<file path="src/rtl/dfa_tree_recognizer.sv">
module dfa_tree_recognizer #(
  parameter int N  = 8,
  parameter int NA = 2,
  parameter int NQ = 3,
  localparam int SYW = (NA > 1) ? $clog2(NA) : 1,
  localparam int QW  = (NQ > 1) ? $clog2(NQ) : 1,
  parameter logic [NQ*NA*QW-1:0] TRANS = 12'h294,
  parameter int START = 0,
  parameter logic [NQ-1:0] ACCEPT = 3'b001,
  parameter bit REG_OUT = 1'b1
) (
  input  logic              clk,
  input  logic              rst_n,
  input  logic [N*SYW-1:0]  word_i,
  output logic              accept_o,
  output logic [QW-1:0]     end_state_o
);

  localparam int DEPTH  = (N > 1) ? $clog2(N) : 1;
  localparam int LEAVES = 1 << DEPTH;
  localparam int MW     = NQ * QW;

  function automatic logic [MW-1:0] leaf_map(input logic [SYW-1:0] s);
    logic [MW-1:0] m;
    for (int q = 0; q < NQ; q++)
      m[q*QW +: QW] = TRANS[(q*NA + int'(s))*QW +: QW];
    return m;
  endfunction

  function automatic logic [MW-1:0] ident_map();
    logic [MW-1:0] m;
    for (int q = 0; q < NQ; q++)
      m[q*QW +: QW] = QW'(q);
    return m;
  endfunction

  // left range first, then right range
  function automatic logic [MW-1:0] compose(input logic [MW-1:0] lm, input logic [MW-1:0] rm);
    logic [MW-1:0] m;
    logic [QW-1:0] mid;
    for (int q = 0; q < NQ; q++) begin
      mid = lm[q*QW +: QW];
      m[q*QW +: QW] = rm[int'(mid)*QW +: QW];
    end
    return m;
  endfunction

  logic [2*LEAVES-1:1][MW-1:0] node;

  for (genvar i = 0; i < LEAVES; i++) begin : g_leaf
    if (i < N) begin : g_sym
      assign node[LEAVES+i] = leaf_map(word_i[i*SYW +: SYW]);
    end else begin : g_pad
      assign node[LEAVES+i] = ident_map();
    end
  end

  for (genvar k = 1; k < LEAVES; k++) begin : g_node
    assign node[k] = compose(node[2*k], node[2*k+1]);
  end

  logic acc_c;
  assign end_state_o = node[1][START*QW +: QW];
  assign acc_c       = ACCEPT[end_state_o];

  if (REG_OUT) begin : g_reg
    logic acc_q;
    always_ff @(posedge clk) begin
      if (!rst_n) acc_q <= 1'b0;
      else        acc_q <= acc_c;
    end
    assign accept_o = acc_q;
  end else begin : g_comb
    assign accept_o = acc_c;
  end

endmodule

</file>
<file path="config.mk">
export PLATFORM = sky130hd
export DESIGN_NAME = dfa_tree_recognizer
export DESIGN_NICKNAME = d
export VERILOG_FILES = /design/src/rtl/dfa_tree_recognizer.sv
export SDC_FILE = /design/constraint.sdc
export NUM_CORES = 1
export LEC_CHECK = 0
export BUFFER_PORTS_ARGS = -buffer_cell sky130_fd_sc_hd__buf_2
export CAP_MARGIN = 20
export CORE_AREA = 3 3 40 42
export CTS_BUF_LIST = sky130_fd_sc_hd__clkbuf_8
export CTS_CLUSTER_DIAMETER = 60
export CTS_CLUSTER_SIZE = 24
export DETAILED_ROUTE_END_ITERATION = 6
export DIE_AREA = 0 0 43 45
export SYNTH_ARGS = -nofsm -noshare
export SYNTH_HDL_FRONTEND = slang
export SYNTH_SLANG_ARGS = --single-unit
</file>
<file path="constraint.sdc">
create_clock -name clk -period 3.1 [get_ports clk]
set_input_delay 0.465 -clock clk [delete_from_list [all_inputs] [get_ports clk]]
set_output_delay 0.465 -clock clk [all_outputs]
set_load 0.05 [all_outputs]
</file>
After elaboration in Yosys (flattened, before gate mapping) --
Cells that the tools add are included. Widths: inputs -> output; s select.
Cells by class: add/subtract/negate cells 14, $mul 0, divide/modulo/power cells 0, order comparisons 1, equality and inequality tests 0, shift-type cells 37, mux-type cells 2, bitwise operators 0, reduce and logical (&&, ||, !) cells 0
Operators with widths (number):
- $shiftx 12x3->2 const A | 8
- $shiftx 6x4->2 | 15
- $shiftx 12x5->2 const A | 7
- $shiftx 12x6->2 const A | 7
- $add 3x1->4 const A | 7
- $add 2x1->3 const A | 7
- $lt 2x3->1 const B | 1
- $bmux 1 s2 | 1
- $mux 1 | 1
Storage, ports and cells: register bits after elaboration 1, latch bits 0, RAM bits 0, bits in read-only memories 0, memories 0

Logic depth before layout (Yosys ltp) --
Gate-level depths: netlist of the first run.
depth after elaboration 7, depth in mapped cells 7

Worst setup path before layout of the first run --
No wires, ideal clock.
path type input to output, start input word_i[4], end output end_state_o[0], arrival time 2401 ps, slack 234 ps, stages on the path 6, cell sequence inv_1 > ha_1 > nand2b_1 > a21oi_1 > a31oi_1 > o31ai_1
Between the ends: word-level cells in the longest chain between the ends 5, elaborated cells between the ends (all ways) 12
Ends and longest elaborated chain:
- start, declared | RTL line 14 | input logic [N*SYW-1:0] word_i,
- $add 3x1->4 or $add 2x1->3 (tied branches) | RTL line 26 | m[q*QW +: QW] = TRANS[(q*NA + int'(s))*QW +: QW];
- $shiftx 12x6->2 or $shiftx 12x5->2 (tied branches) | RTL line 26
- $shiftx 6x4->2 (2 in series) | RTL line 43 | m[q*QW +: QW] = rm[int'(mid)*QW +: QW];
- $shiftx 6x4->2 (*) | RTL line 43
- end, declared | RTL line 16 | output logic [QW-1:0] end_state_o
Mark *: on every way between the ends. The rest lies on a longest branch, timed or not.

Final worst setup path of the first run --
start input word_i[0], end output end_state_o[1]
Between the ends: word-level cells in the longest chain between the ends 4
Ends and longest elaborated chain (RTL line):
- $shiftx 12x3->2 | 26
- $shiftx 6x4->2 (3 in series) | 43
No other way between the ends.

==> results.sh, run 1 <==
export IMPL_firstDrtPassIters=3
export IMPL_antenna_found_initial=0
export IMPL_worst_setup_path_start_kind="input pin"
export IMPL_io_pins=13
export IMPL_power_mw=0.131
export IMPL_syn_area_um2=410
export IMPL_required_ns=2.63
export IMPL_tightestPinTransition_ns=0.427
export IMPL_grt_max_degree=9
export IMPL_utilization_pct=37.8
export IMPL_p_clk_share_pct=0
export IMPL_ctsHoldBuffers=0
export IMPL_p_per_area_nw_per_um2=270
export IMPL_dieArea_um2=1940
export IMPL_netSwitchingPower_mw=0.0732
export IMPL_tns_ns=0
export IMPL_fin_crit_sh_pct=86.6
export IMPL_vias_per_cell=5.11
export IMPL_post_synth_top_area_cell="ha_1"
export IMPL_grt_pass1_vias=323
export IMPL_dpl_hpwl_um=693
export IMPL_finalHoldViolations=0
export IMPL_die_w_um=43
export IMPL_crit_buf_inv=2
export IMPL_wirelength_um=798
export IMPL_fin_nets=81
export IMPL_grt_ovfl_total=0
export IMPL_cp_arrival_ns=2.22
export IMPL_gp_congestion=0.861
export IMPL_drc_errors=0
export IMPL_synth_cell_types=23
export IMPL_wl_per_cell_um=10.6
export IMPL_power_leakage_nw=0.238
export IMPL_drt_iter0_drc=2
export IMPL_drv_cap=0
export IMPL_drtAntennaViolNets=0
export IMPL_final_layout_size_suffix_gt1_share_pct=26.7
export IMPL_core_area_um2=1280
export IMPL_pwr_share_comb_pct=88.0
export IMPL_path_common_cell="buf_2"
export IMPL_grt_pass1_wl_mm=1.33
export IMPL_largest_reg_flops=1
export IMPL_layout_common_cells="buf_2, inv_1, ha_1"
export IMPL_fillers=144
export IMPL_synth_area_leaders="ha_1, mux2i_1, inv_1"
export IMPL_peakVddDrop_mv=0.0934
export IMPL_status="finished clean"
export IMPL_cp_startpoint="word_i[0]"
export IMPL_synth_seq_cells=1
export IMPL_drv_slew=0
export IMPL_worstHoldPathCells=3
export IMPL_rows=13
export IMPL_vias=383
export IMPL_floorplan_initialDensity_pct=31.9
export IMPL_hp_start="rst_n"
export IMPL_slowest_stage="a2111oi_0"
export IMPL_fmax_mhz=373
export IMPL_grt_usage_pct=8.46
export IMPL_die_y_um=45
export IMPL_post_cts_resized=0
export IMPL_synthCells=49
export IMPL_switching_share_pct=55.9
export IMPL_synth_top_area_share_pct=27.4
export IMPL_crit_path_max_incr_delay_ns=0.45
export IMPL_power_frac_seq_pct=12.0
export IMPL_synth_yosys_warnings=0
export IMPL_synth_seq_area_share_pct=4.88
export IMPL_critPathKind="input pin to output port"
export IMPL_relSlewSlack_pct=70.8
export IMPL_rsz0062_at_grt="false"
export IMPL_p_int_mw=0.0578
export IMPL_setup_viol=0
export IMPL_hold_class="input pin to flop"
export IMPL_cp_top_family="compound AO/OA/AOI/OAI gates"
export IMPL_hold_path_end="accept_o$_SDFF_PN0_"
export IMPL_period_minus_slack_ns=2.68
export IMPL_worstPathCellList="buf_2 > ha_1 > and2b_1 > o2bb2ai_4 > a2111oi_0 > a31o_2 > buf_2"
export IMPL_pre_cts_ws_ns=0.421
export IMPL_postCtsSetupBuffers=0
export IMPL_syn_area_per_cell_um2=8.38
export IMPL_area_growth_pct=18.3
export IMPL_port_buffers=12
export IMPL_clk_pin_slew_ns=0
export IMPL_mostFrequentLayoutCell="buf_2"
export IMPL_cp_max_fo=7
export IMPL_endpoint_kind="output port"
export IMPL_diodes=0
export IMPL_setup_ws_ns=0.416
export IMPL_synth_nets=68
export IMPL_hold_ws_ns=0.716
[worst max path at each step]
stage                     slack [ns]  cells after the start             end
after floorplan                 0.23                      6  end_state_o[0]
after detailed placement        0.42                      7  end_state_o[1]
after CTS                       0.43                      7  end_state_o[1]
after global placement          0.47                      7  end_state_o[1]
final                           0.42                      7  end_state_o[1]
after global routing            0.34                      7  end_state_o[1]
[cell type report]
cell class,count,area (µm²),area share (%)
flip-flops and latches,1,20.0,4.12
inverters,9,33.8,6.96
multi-input cells,38,353,72.7
repair buffers,12,60.1,12.4
well taps,15,18.8,3.87
[synthesized netlist by cell type]
| master | n |
|---|---|
| a2111oi_0 | 1 |
| a211oi_1 | 2 |
| a21oi_1 | 3 |
| a2bb2oi_2 | 1 |
| a31o_2 | 1 |
| a31oi_1 | 2 |
| and2b_1 | 1 |
| clkbuf_1 | 1 |
| dfxtp_1 | 1 |
| ha_1 | 9 |
| inv_1 | 9 |
| mux2i_1 | 4 |
| nand2_1 | 3 |
| nand2b_1 | 1 |
| nand3b_1 | 1 |
| nor2b_1 | 1 |
| nor3_1 | 1 |
| nor4b_2 | 1 |
| o211ai_1 | 2 |
| o21bai_1 | 1 |
| o221ai_1 | 1 |
| o2bb2ai_4 | 1 |
| o31ai_1 | 1 |
[routing by layer]
| layer | track usage (%) | vias up | wire length [µm] |
|---|---|---|---|
| met2 | 15.9 | 7 | 412 |
| met1 | 11.7 | 173 | 360 |
| met5 | 0 | - | 0 |
| li1 | - | 203 | - |
| met3 | 0 | 0 | 25 |
| met4 | 0 | 0 | 0 |
[power by group through the flow]
| stage | clock network [mW] | logic [mW] | registers (mW) |
|---|---|---|---|
| global route | 0 | 0.126 | 0.0160 |
| global placement | 0 | 0.115 | 0.0157 |
| CTS | 0 | 0.116 | 0.0157 |
| detailed placement | 0 | 0.116 | 0.0157 |
| finish | 0 | 0.115 | 0.0157 |
| floorplan | 0 | 0.0828 | 0.0241 |
[through the flow]
step	instances	instance area, µm²
floorplan	49	410
global placement	75	485
detailed placement	75	485
CTS	75	485
global route	75	485
finish	75	485
[kinds of logic after synthesis]
group | share of synthesized area [%]
mux | 9.76
fa+ha+maj | 27.4
compound gates | 34.4
buf+inv | 9.14
simple gates | 14.3
flops | 4.88
Note: power is estimated with default switching activity, not from simulation.
==> run 2, diff against run 1 <==
--- a/config.mk
+++ b/config.mk
@@ -13,6 +13,7 @@
 export CTS_CLUSTER_SIZE = 24
 export DETAILED_ROUTE_END_ITERATION = 6
 export DIE_AREA = 0 0 43 45
+export REMOVE_ABC_BUFFERS = 1
 export SYNTH_ARGS = -nofsm -noshare
 export SYNTH_HDL_FRONTEND = slang
 export SYNTH_SLANG_ARGS = --single-unit
==> results.sh, run 2 (synthesis gave the netlist of run 1 again) <==
export IMPL_status="finished clean"
export IMPL_vias=383
export IMPL_gp_congestion=0.827
export IMPL_die_w_um=43
export IMPL_largest_reg_flops=1
export IMPL_worst_setup_path_start_kind="input pin"
export IMPL_power_leakage_nw=0.238
export IMPL_required_ns=2.63
export IMPL_p_clk_share_pct=0
export IMPL_pwr_share_comb_pct=87.8
export IMPL_cp_arrival_ns=2.11
export IMPL_ctsHoldBuffers=0
export IMPL_rsz0062_at_grt="false"
export IMPL_drc_errors=0
export IMPL_rows=13
export IMPL_switching_share_pct=55.6
export IMPL_relSlewSlack_pct=76.6
export IMPL_grt_ovfl_total=0
export IMPL_power_frac_seq_pct=12.2
export IMPL_drtAntennaViolNets=0
export IMPL_p_int_mw=0.0576
export IMPL_hold_class="input pin to flop"
export IMPL_core_area_um2=1280
export IMPL_clk_pin_slew_ns=0
export IMPL_drt_iter0_drc=15
export IMPL_area_growth_pct=18.3
export IMPL_io_pins=13
export IMPL_layout_common_cells="buf_2, inv_1, ha_1"
export IMPL_setup_ws_ns=0.526
export IMPL_die_y_um=45
export IMPL_vias_per_cell=5.11
export IMPL_drv_slew=0
export IMPL_diodes=0
export IMPL_setup_viol=0
export IMPL_endpoint_kind="output port"
export IMPL_hp_start="rst_n"
export IMPL_grt_max_degree=9
export IMPL_p_per_area_nw_per_um2=267
export IMPL_dieArea_um2=1940
export IMPL_netSwitchingPower_mw=0.0722
export IMPL_fin_crit_sh_pct=83.0
export IMPL_port_buffers=12
export IMPL_pre_cts_ws_ns=0.509
export IMPL_postCtsSetupBuffers=0
export IMPL_critPathKind="input pin to output port"
export IMPL_period_minus_slack_ns=2.57
export IMPL_wirelength_um=767
export IMPL_drv_cap=0
export IMPL_post_cts_resized=0
export IMPL_grt_pass1_vias=324
export IMPL_final_layout_size_suffix_gt1_share_pct=26.7
export IMPL_grt_pass1_wl_mm=1.37
export IMPL_mostFrequentLayoutCell="buf_2"
export IMPL_grt_usage_pct=8.38
export IMPL_fin_nets=81
export IMPL_floorplan_initialDensity_pct=31.9
export IMPL_tns_ns=0
export IMPL_finalHoldViolations=0
export IMPL_worstHoldPathCells=3
export IMPL_peakVddDrop_mv=0.0766
export IMPL_wl_per_cell_um=10.2
export IMPL_tightestPinTransition_ns=0.342
export IMPL_final_cell_area_um2=485
export IMPL_fmax_mhz=388
export IMPL_place_area_um2=485
export IMPL_cp_max_fo=7
export IMPL_firstDrtPassIters=4
export IMPL_dpl_hpwl_um=670
export IMPL_hold_path_end="accept_o$_SDFF_PN0_"
export IMPL_antenna_found_initial=0
-- run 2: cell counts in the layout (fill, tap and decap cells not counted) --
Identical to the previous run, type by type.
-- run 2: per-stage QoR --
stage / instances / hold slack (ns) / power (mW) / utilization [%]
floorplan: 48 / 0.600 / 0.107 / -
detailed placement: 75 / 0.710 / 0.131 / 37.8
CTS: 75 / 0.710 / 0.131 / 37.8
global route: 75 / 0.723 / 0.142 / 37.8
finish: 75 / 0.706 / 0.130 / 37.8
global placement: 75 / 0.705 / 0.130 / 37.8
-- run 2: how the worst max path moves through the flow --
| stage | start | to | slack [ns] | depth (start not counted) |
|---|---|---|---|---|
| finish | word_i[0] | end_state_o[1] | 0.53 | 7 |
| global route | word_i[0] | end_state_o[1] | 0.33 | 7 |
| CTS | word_i[0] | end_state_o[1] | 0.51 | 7 |
| detailed placement | word_i[0] | end_state_o[1] | 0.51 | 7 |
| global placement | word_i[0] | end_state_o[1] | 0.53 | 7 |
| floorplan | word_i[4] | end_state_o[0] | 0.24 | 6 |
-- run 2: critical path, stage by stage --
cell,delay [ns]
buf_2,0.10
ha_1,0.34
and2b_1,0.23
o2bb2ai_4,0.16
a2111oi_0,0.37
a31o_2,0.18
buf_2,0.26
-- run 2: layout make-up --
cell class,instances,area [µm²]
fill,139,800
inverter,9,33.8
multi-input combinational,38,353
sequential,1,20.0
tap,15,18.8
timing repair buffer,12,60.1
-- run 2: per-layer routing --
metal / vias to the layer above / share of wire, % / wire length [µm] / GRT usage, %
met4: 0 / 0 / 0 / 0
met1: 170 / 48 / 371 / 11.7
met2: 10 / 48 / 367 / 15.6
met3: 0 / 3.7 / 28 / 0
li1: 203 / - / - / -
met5: - / 0 / 0 / 0
-- run 2: power by group through the flow --
stage	logic [mW]	clock network [mW]	registers [mW]
after floorplan	0.0828	0	0.0241
after global placement	0.115	0	0.0157
after detailed placement	0.115	0	0.0159
after CTS	0.115	0	0.0160
after global routing	0.126	0	0.0164
final	0.114	0	0.0158
==> run 3, diff against run 2 <==
==> constraint.sdc (replaced) <==
create_clock -name clk -period 2.6 [get_ports clk]
set_input_delay 0.39 -clock clk [delete_from_list [all_inputs] [get_ports clk]]
set_output_delay 0.39 -clock clk [all_outputs]
set_load 0.05 [all_outputs]
==> results.sh, run 3 (synthesis gave the netlist of run 1 again) <==
export IMPL_endpoint_kind="output port"
export IMPL_p_per_area_nw_per_um2=318
export IMPL_drv_cap=0
export IMPL_postCtsSetupBuffers=0
export IMPL_layout_common_cells="buf_2, inv_1, ha_1"
export IMPL_port_buffers=12
export IMPL_die_w_um=43
export IMPL_peakVddDrop_mv=0.0914
export IMPL_power_frac_seq_pct=12.0
export IMPL_worst_setup_path_start_kind="input pin"
export IMPL_hold_ws_ns=0.632
export IMPL_grt_usage_pct=8.47
export IMPL_fmax_mhz=401
export IMPL_required_ns=2.21
export IMPL_grt_ovfl_total=0
export IMPL_drc_errors=0
export IMPL_drtAntennaViolNets=0
export IMPL_firstDrtPassIters=4
export IMPL_critPathKind="input pin to output port"
export IMPL_io_pins=13
export IMPL_setup_viol=0
export IMPL_slowest_stage="a2111oi_0"
export IMPL_p_int_mw=0.0702
export IMPL_core_area_um2=1280
export IMPL_largest_reg_flops=1
export IMPL_final_cell_area_um2=493
export IMPL_rows=13
export IMPL_wirelength_um=746
export IMPL_fin_nets=82
export IMPL_p_clk_share_pct=0
export IMPL_tns_ns=0
export IMPL_clk_pin_slew_ns=0
export IMPL_dp_cells=76
export IMPL_die_y_um=45
export IMPL_fillers=137
export IMPL_hold_path_end="accept_o$_SDFF_PN0_"
export IMPL_worstHoldPathCells=3
export IMPL_path_common_cell="buf_2"
export IMPL_dieArea_um2=1940
export IMPL_finalHoldViolations=0
export IMPL_gp_congestion=0.874
export IMPL_wl_per_cell_um=9.82
export IMPL_vias_per_cell=5.26
export IMPL_relSlewSlack_pct=67.2
export IMPL_floorplan_initialDensity_pct=31.9
export IMPL_antenna_found_initial=0
export IMPL_instances_no_fill=76
export IMPL_status="finished clean"
export IMPL_grt_max_degree=9
export IMPL_pwr_share_comb_pct=88.0
export IMPL_drv_slew=0
export IMPL_period_minus_slack_ns=2.50
export IMPL_switching_share_pct=55.3
export IMPL_cp_arrival_ns=2.11
export IMPL_tightestPinTransition_ns=0.480
export IMPL_rsz0062_at_grt="false"
export IMPL_ctsHoldBuffers=0
export IMPL_grt_pass1_wl_mm=1.38
export IMPL_dpl_hpwl_um=668
export IMPL_grt_pass1_vias=355
export IMPL_drt_iter0_drc=5
export IMPL_final_layout_size_suffix_gt1_share_pct=27.9
export IMPL_power_mw=0.157
export IMPL_fin_crit_sh_pct=96.0
export IMPL_power_leakage_nw=0.242
export IMPL_mostFrequentLayoutCell="buf_2"
export IMPL_hold_class="input pin to flop"
export IMPL_vias=400
export IMPL_hp_start="rst_n"
export IMPL_area_growth_pct=20.1
export IMPL_worstPathCellList="buf_2 > ha_1 > and2b_1 > o2bb2ai_4 > a2111oi_0 > a31o_2 > buf_2"
export IMPL_crit_path_max_incr_delay_ns=0.49
export IMPL_post_cts_resized=0
export IMPL_place_area_um2=493
export IMPL_diodes=0
export IMPL_netSwitchingPower_mw=0.0868
export IMPL_cp_max_fo=7
run 3: cell types whose count changed in the layout (fill, tap and decap cells not counted):
cell   before  now
buf_4       0    1
run 3: layout make-up:
class | instances | area [µm²] | share of cell area (%)
multi-input combinational | 38 | 353 | 71.6
timing repair buffer | 13 | 67.6 | 13.7
inverter | 9 | 33.8 | 6.85
sequential | 1 | 20.0 | 4.06
tap | 15 | 18.8 | 3.81
run 3: worst max path at each step:
stage	endpoint	slack, ns	from	cells past startpoint
detailed placement	end_state_o[1]	0.18	word_i[0]	7
global placement	end_state_o[1]	0.20	word_i[0]	7
CTS	end_state_o[1]	0.17	word_i[0]	7
finish	end_state_o[1]	0.10	word_i[0]	7
global route	end_state_o[1]	0.03	word_i[0]	7
floorplan	end_state_o[0]	-0.11	word_i[4]	6
run 3: power by group through the flow:
stage | registers (mW) | clock network (mW) | logic, mW
2_1_floorplan | 0.0287 | 0 | 0.0987
3_3_place_gp | 0.0187 | 0 | 0.138
3_5_place_dp | 0.0189 | 0 | 0.139
4_1_cts | 0.0189 | 0 | 0.139
5_1_grt | 0.0192 | 0 | 0.152
6_report | 0.0188 | 0 | 0.138
run 3: metrics by stage:
stage / util (%) / setup slack, ns
final: 38.4 / 0.105
after global routing: 38.4 / 0.0287
after CTS: 38.4 / 0.165
after detailed placement: 38.4 / 0.177
after global placement: 38.4 / 0.196
after floorplan: - / -0.113
run 3: layer usage:
metal / part of all wire (%) / wire [µm] / global-route usage [%] / up-vias
li1: - / - / - / 208
met1: 45 / 333 / 10.5 / 180
met2: 48 / 361 / 17.1 / 12
met3: 6.8 / 51 / 0.398 / 0
met4: 0 / 0 / 0 / 0
met5: 0 / 0 / 0 / -
run 3: worst max-delay path: cells and delay by family:
family	cells	cell delay, ns
compound gates	3	0.85
fa+ha+maj	1	0.29
buf+inv	2	0.36
simple gates	1	0.21
